==> config.mk <==
export PLATFORM = sky130hd
export DESIGN_NAME = incl_victim_sel
export DESIGN_NICKNAME = d
export VERILOG_FILES = /design/src/rtl/incl_pkg.sv /design/src/rtl/incl_lfsr.sv /design/src/rtl/incl_cnt_bank.sv /design/src/rtl/incl_zero_pick.sv /design/src/rtl/incl_victim_sel.sv
export SDC_FILE = /design/constraint.sdc
export NUM_CORES = 1
export LEC_CHECK = 0
export BUFFER_PORTS_ARGS = -buffer_cell sky130_fd_sc_hd__buf_2
export CORE_MARGIN = 2
export CORE_UTILIZATION = 26
export CTS_CLUSTER_DIAMETER = 100
export DETAILED_ROUTE_END_ITERATION = 10
export GPL_ROUTABILITY_DRIVEN = 0
export SLEW_MARGIN = 0
export SYNTH_ARGS = -nofsm -noshare
export SYNTH_HDL_FRONTEND = slang
export SYNTH_SLANG_ARGS = --single-unit
==> constraint.sdc <==
create_clock -name clk -period 2.1 [get_ports clk]
set_input_delay 0.105 -clock clk [delete_from_list [all_inputs] [get_ports clk]]
set_output_delay 0.105 -clock clk [all_outputs]
set_load 0.05 [all_outputs]
==> src/rtl/incl_pkg.sv <==
package incl_pkg;
    localparam int          LFSR_W    = 16;
    localparam logic [15:0] LFSR_SEED = 16'hACE1;

    function automatic logic [15:0] lfsr_advance(input logic [15:0] cur);
        logic fb;
        fb = cur[15] ^ cur[13] ^ cur[12] ^ cur[10];
        return {cur[14:0], fb};
    endfunction
endpackage

==> src/rtl/incl_lfsr.sv <==
module incl_lfsr
    import incl_pkg::*;
(
    input  logic              clk,
    input  logic              rst_n,
    output logic [LFSR_W-1:0] value
);
    logic [LFSR_W-1:0] lfsr_d, lfsr_q;

    always_comb begin
        lfsr_d = lfsr_advance(lfsr_q);
    end

    always_ff @(posedge clk or negedge rst_n) begin
        if (!rst_n) lfsr_q <= LFSR_SEED;
        else        lfsr_q <= lfsr_d;
    end

    assign value = lfsr_q;

    assert_lfsr_live_R8: assert property (@(posedge clk) disable iff (!rst_n)
        lfsr_q != '0);
endmodule

==> src/rtl/incl_cnt_bank.sv <==
module incl_cnt_bank #(
    parameter int NUM_BLOCKS   = 16,
    parameter int NUM_CHILDREN = 3
) (
    input  logic                          clk,
    input  logic                          rst_n,
    input  logic                          fill_vld,
    input  logic [$clog2(NUM_BLOCKS)-1:0] fill_idx,
    input  logic                          evict_vld,
    input  logic [$clog2(NUM_BLOCKS)-1:0] evict_idx,
    output logic [NUM_BLOCKS-1:0]         zero_vec,
    output logic                          err
);
    localparam int CW = $clog2(NUM_CHILDREN + 1);
    localparam int IW = $clog2(NUM_BLOCKS);
    localparam logic [CW-1:0] CNT_MAX = CW'(NUM_CHILDREN);

    typedef struct packed {
        logic [NUM_BLOCKS-1:0][CW-1:0] cnt;
        logic                          err;
    } bank_t;

    bank_t bank_d, bank_q;

    always_comb begin
        bank_d     = bank_q;
        bank_d.err = 1'b0;
        for (int i = 0; i < NUM_BLOCKS; i++) begin
            logic inc, dec;
            inc = fill_vld  && (fill_idx  == IW'(i));
            dec = evict_vld && (evict_idx == IW'(i));
            if (inc && !dec) begin
                if (bank_q.cnt[i] == CNT_MAX) bank_d.err = 1'b1;
                else bank_d.cnt[i] = bank_q.cnt[i] + 1'b1;
            end else if (dec && !inc) begin
                if (bank_q.cnt[i] == '0) bank_d.err = 1'b1;
                else bank_d.cnt[i] = bank_q.cnt[i] - 1'b1;
            end
        end
    end

    always_ff @(posedge clk or negedge rst_n) begin
        if (!rst_n) bank_q <= '0;
        else        bank_q <= bank_d;
    end

    for (genvar g = 0; g < NUM_BLOCKS; g++) begin : g_zero
        assign zero_vec[g] = (bank_q.cnt[g] == '0);
    end
    assign err = bank_q.err;

    assert_fill_full_R6: assert property (@(posedge clk) disable iff (!rst_n)
        (fill_vld && !(evict_vld && evict_idx == fill_idx)
         && bank_q.cnt[fill_idx] == CNT_MAX) |=> err);

    assert_evict_empty_R7: assert property (@(posedge clk) disable iff (!rst_n)
        (evict_vld && !(fill_vld && evict_idx == fill_idx)
         && zero_vec[evict_idx]) |=> (err && zero_vec[$past(evict_idx)]));

    assert_pair_hold_R5: assert property (@(posedge clk) disable iff (!rst_n)
        (fill_vld && evict_vld && fill_idx == evict_idx) |=>
        (!err && $stable(bank_q.cnt)));

    assert_quiet_inputs_R2: assert property (@(posedge clk) disable iff (!rst_n)
        (!fill_vld && !evict_vld) |=> (!err && $stable(zero_vec)));
endmodule

==> src/rtl/incl_zero_pick.sv <==
module incl_zero_pick #(
    parameter int NUM_BLOCKS = 16
) (
    input  logic [NUM_BLOCKS-1:0]         zero_vec,
    output logic                          found,
    output logic [$clog2(NUM_BLOCKS)-1:0] pick
);
    localparam int IW = $clog2(NUM_BLOCKS);

    always_comb begin
        pick = '0;
        for (int i = NUM_BLOCKS - 1; i >= 0; i--) begin
            if (zero_vec[i]) pick = IW'(i);
        end
    end

    assign found = |zero_vec;
endmodule

==> src/rtl/incl_victim_sel.sv <==
module incl_victim_sel #(
    parameter int NUM_BLOCKS   = 16,
    parameter int NUM_CHILDREN = 3,
    localparam int IDX_W       = $clog2(NUM_BLOCKS)
) (
    input  logic             clk,
    input  logic             rst_n,
    input  logic             fill_vld,
    input  logic [IDX_W-1:0] fill_idx,
    input  logic             evict_vld,
    input  logic [IDX_W-1:0] evict_idx,
    input  logic             victim_req,
    output logic             notify_vld,
    output logic [IDX_W-1:0] victim_idx,
    output logic             victim_zero,
    output logic             victim_fallback,
    output logic             cnt_err
);
    import incl_pkg::*;

    typedef struct packed {
        logic             notify;
        logic [IDX_W-1:0] idx;
        logic             zero;
        logic             fallback;
    } pick_t;

    pick_t st_d, st_q;

    logic [NUM_BLOCKS-1:0] zero_vec;
    logic                  found;
    logic [IDX_W-1:0]      pick_idx;
    logic [LFSR_W-1:0]     rnd;

    incl_cnt_bank #(
        .NUM_BLOCKS  (NUM_BLOCKS),
        .NUM_CHILDREN(NUM_CHILDREN)
    ) u_bank (
        .clk      (clk),
        .rst_n    (rst_n),
        .fill_vld (fill_vld),
        .fill_idx (fill_idx),
        .evict_vld(evict_vld),
        .evict_idx(evict_idx),
        .zero_vec (zero_vec),
        .err      (cnt_err)
    );

    incl_zero_pick #(.NUM_BLOCKS(NUM_BLOCKS)) u_pick (
        .zero_vec(zero_vec),
        .found   (found),
        .pick    (pick_idx)
    );

    incl_lfsr u_lfsr (
        .clk  (clk),
        .rst_n(rst_n),
        .value(rnd)
    );

    always_comb begin
        st_d = '0;
        if (victim_req) begin
            st_d.notify = 1'b1;
            if (found) begin
                st_d.idx  = pick_idx;
                st_d.zero = 1'b1;
            end else begin
                st_d.idx      = IDX_W'(rnd % LFSR_W'(NUM_BLOCKS));
                st_d.fallback = 1'b1;
            end
        end
    end

    always_ff @(posedge clk or negedge rst_n) begin
        if (!rst_n) st_q <= '0;
        else        st_q <= st_d;
    end

    assign notify_vld      = st_q.notify;
    assign victim_idx      = st_q.idx;
    assign victim_zero     = st_q.zero;
    assign victim_fallback = st_q.fallback;

    assert_notify_req_R9: assert property (@(posedge clk) disable iff (!rst_n)
        victim_req |=> notify_vld);

    assert_notify_quiet_R9: assert property (@(posedge clk) disable iff (!rst_n)
        !victim_req |=> (!notify_vld && victim_idx == '0
                         && !victim_zero && !victim_fallback));

    assert_flag_onehot_R8: assert property (@(posedge clk) disable iff (!rst_n)
        notify_vld |-> $onehot({victim_zero, victim_fallback}));

    assert_pick_zero_R4: assert property (@(posedge clk) disable iff (!rst_n)
        found |-> zero_vec[pick_idx]);

    assert_fallback_nofree_R8: assert property (@(posedge clk) disable iff (!rst_n)
        (victim_req && !found) |=> victim_fallback);
endmodule

==> results.tsv <==
stage	metric	value	unit
hold_path	min_path_type	register to register	
synth	synthesis.nets	452	
finish	design_area	0.00409	mm²
timing	min_period_over_period	87.5	%
timing	finalSetupTns	0	ns
placed_design	portBuffers	20	
worst_setup_path	cp_slowest_cell	dfrtp_1	
detailed_routing	drt-wirelength-per-cell	14.2	µm
cts	root_buffer	clkbuf_16	
timing	hold_violations	0	
worst_setup_path	path_max_fanout	7	
detailed_routing	antenna_left	0	
run	max_cap_viol_count	0	
synth	syn_area_per_cell	8.76	µm²
cts	cts_inserted_buffers	5	
pwr	internal-power	1.90	mW
timing	rsz0062_at_grt	no	
grt	grt_usage	12.5	%
synth	netlist_area	0.00355	mm²
detailed_routing	drt_first_iter_violations	302	
finish	area_delta_synth_final	15.3	%
timing	fin_skew	0.00570	ns
worst_setup_path	crit_required	2.32	ns
placed_design	dp_hpwl	6990	µm
cts	cts_tree	done	
grt	grt_pass1_vias	2867	
synth	synth_cells	405	
timing	final_max_slew_viol_count	0	
grt	grt_max_degree	30	
cts	clk_pin_slew	0.08	ns
floorplan	die_h	121	µm
finish	mostFrequentLayoutCell	nand2_1	
detailed_routing	vias	3012	
detailed_routing	drc_errors	0	
cts	cts_resized	0	
worst_setup_path	end_kind	register	
cts	clockBufferDepth	2	
worst_setup_path	crit_chain	nor2_1 > o32a_2 > o311ai_0 > nand3_1 > a21boi_1	
finish	seqCellArea	0.00141	mm²
timing	setup_viol	0	
synth	ys.flop_type	dfrtp_1	
floorplan	io_pins	21	
synth	yosysUniqueCellTypes	47	
pwr	vdd_drop_max	0.342	mV
finish	fin_nets	484	
pwr	combPwrFrac	21.6	%
cts	cts_sinks	56	
cts	cts_setup_buffers	0	
worst_setup_path	worstSetupPathType	register to register	
grt	grt_pass1_wl	14400	µm
finish	drive_above_1_share	11.6	%
worst_setup_path	slowest_delay	0.47	ns
pwr	switching_share	33.3	%
detailed_routing	wl	8700	µm
timing	finalCriticalPeriod	1.84	ns
synth	synth_async_sr_flop_share	100	%
synth	seq_area_frac_synth	39.8	%
pwr	power_density	695	mW/mm²
worst_setup_path	path_buf_inv	0	
worst_setup_path	cp.arrival	2.05	ns
detailed_routing	viasPerCell	4.91	
synth	ys_ff_latch	56	
timing	worst_pin_slew	0.671	ns
finish	multi_input_area	0.00195	mm²
cts	clkLatencyLatePin	0.30	ns
synth	synth_warnings	0	
floorplan	initial_core_util	26.7	%
finish	layout_common_cells	nand2_1 (51), dfrtp_1 (48), inv_1 (45)	
cts	hold_buffers	2	
floorplan	die_x	121	µm
pwr	p_switching	0.948	mW
pwr	p_clk_share	31.2	%
floorplan	core_area	0.0133	mm²
run_status	outcome	completed	
grt	overflow	0	
pwr	leakage	2.01	nW
pwr	p_seq_share	47.2	%
finish	num_antenna_cells	0	
placed_design	dpl_cell_area	0.00392	mm²
floorplan	dieArea	0.0146	mm²
grt	antenna_found_initial	0	
finish	fillers	1394	
detailed_routing	firstDrtPassIters	4	
worst_setup_path	setup.worst_path.start_class	register	
synth	synth-edff-count	0	
timing	fmax	544	MHz
cts	htreeDepth	2	
timing	relSlewSlack	55.3	%
floorplan	row_count	42	
worst_setup_path	cp_top_family	compound AO/OA/AOI/OAI gates	
per-layer routing:
layer  routed length [µm]  track usage [%]  up-vias
met3                  411             2.41        7
met4                   89             3.27        0
met2                 4200             20.6       67
met5                    0                0        -
met1                 4000             16.8     1461
li1                     -                -     1477
synthesized netlist by cell type (all sizes together), types with 4 or more instances:
master	count	area, µm²
a21oi	11	55.1
ha	34	425
o31a	5	43.8
a31oi	13	81.3
mux2i	9	90.1
nand3	13	65.1
nand2	51	191
inv	45	169
o21ai	39	195
nand4	4	25.0
nor3	6	30.0
dfrtp	48	1200
dfstp	8	210
nor2b	17	106
nor4b	10	87.6
o22ai	6	43.8
and3	4	25.0
nor2	38	143
maj3	4	40.0
registers in the layout (all words and copies together), names as in the netlist:
signal / count
victim_idx: 4
victim_zero: 1
u_bank.err: 1
u_lfsr.value: 16
victim_fallback: 1
notify_vld: 1
u_bank.bank_q: 32
final timing paths:
check,cells after the start,endpoint,slack [ns],from
max reg2reg,5,victim_idx[0]$_DFF_PN0_,0.26,u_bank.bank_q[30]$_DFFE_PN0P_
min,0,u_lfsr.value[9]$_DFF_PN0_,0.35,u_lfsr.value[8]$_DFF_PN0_
max,5,victim_idx[0]$_DFF_PN0_,0.26,u_bank.bank_q[30]$_DFFE_PN0P_
min in group asynchronous,2,u_bank.bank_q[6]$_DFFE_PN0P_,0.38,rst_n
min reg2reg,0,u_lfsr.value[9]$_DFF_PN0_,0.35,u_lfsr.value[8]$_DFF_PN0_
max in group asynchronous,3,u_lfsr.value[15]$_DFF_PN1_,1.07,rst_n
metrics by stage:
stage / hold slack (ns) / util (%) / power [mW] / std cells / setup WS [ns]
CTS: 0.358 / 30.8 / 2.87 / 614 / 0.285
detailed placement: 0.182 / 29.5 / 1.97 / 604 / 0.158
floorplan: -0.191 / - / 1.72 / 405 / 0.439
finish: 0.354 / 30.8 / 2.84 / 614 / 0.263
global placement: 0.166 / 29.5 / 1.93 / 604 / 0.194
global route: 0.370 / 30.8 / 3.00 / 614 / 0.211
power by group through the flow:
stage / Clock (mW) / Combinational, mW / Sequential [mW]
after floorplan: 0 / 0.355 / 1.37
after global placement: 0 / 0.575 / 1.35
after detailed placement: 0 / 0.609 / 1.36
after CTS: 0.913 / 0.614 / 1.34
after global routing: 0.958 / 0.685 / 1.36
final: 0.888 / 0.615 / 1.34
kinds of logic after synthesis:
logic type      after synthesis  synth area share [%]
simple gates                158                  22.4
compound gates               91                  15.9
flops                        56                  39.8
buf+inv                      49                  5.25
fa+ha+maj                    38                  13.1
mux                          10                  2.86
xor+xnor                      3                 0.741
worst register-to-register path: stages (launching register included):
cell	delay (ns)
dfrtp_1	0.47
nor2_1	0.08
o32a_2	0.34
o311ai_0	0.46
nand3_1	0.20
a21boi_1	0.19
layout make-up:
type / count / share of cell area (%)
Inverter: 45 / 4.13
Sequential cell: 56 / 34.5
Tap cell: 176 / 5.38
Clock buffer: 5 / 3.06
Timing Repair Buffer: 29 / 4.53
Clock inverter: 3 / 0.704
Multi-Input combinational cell: 300 / 47.7
Note: power is estimated with default switching activity, not from simulation.
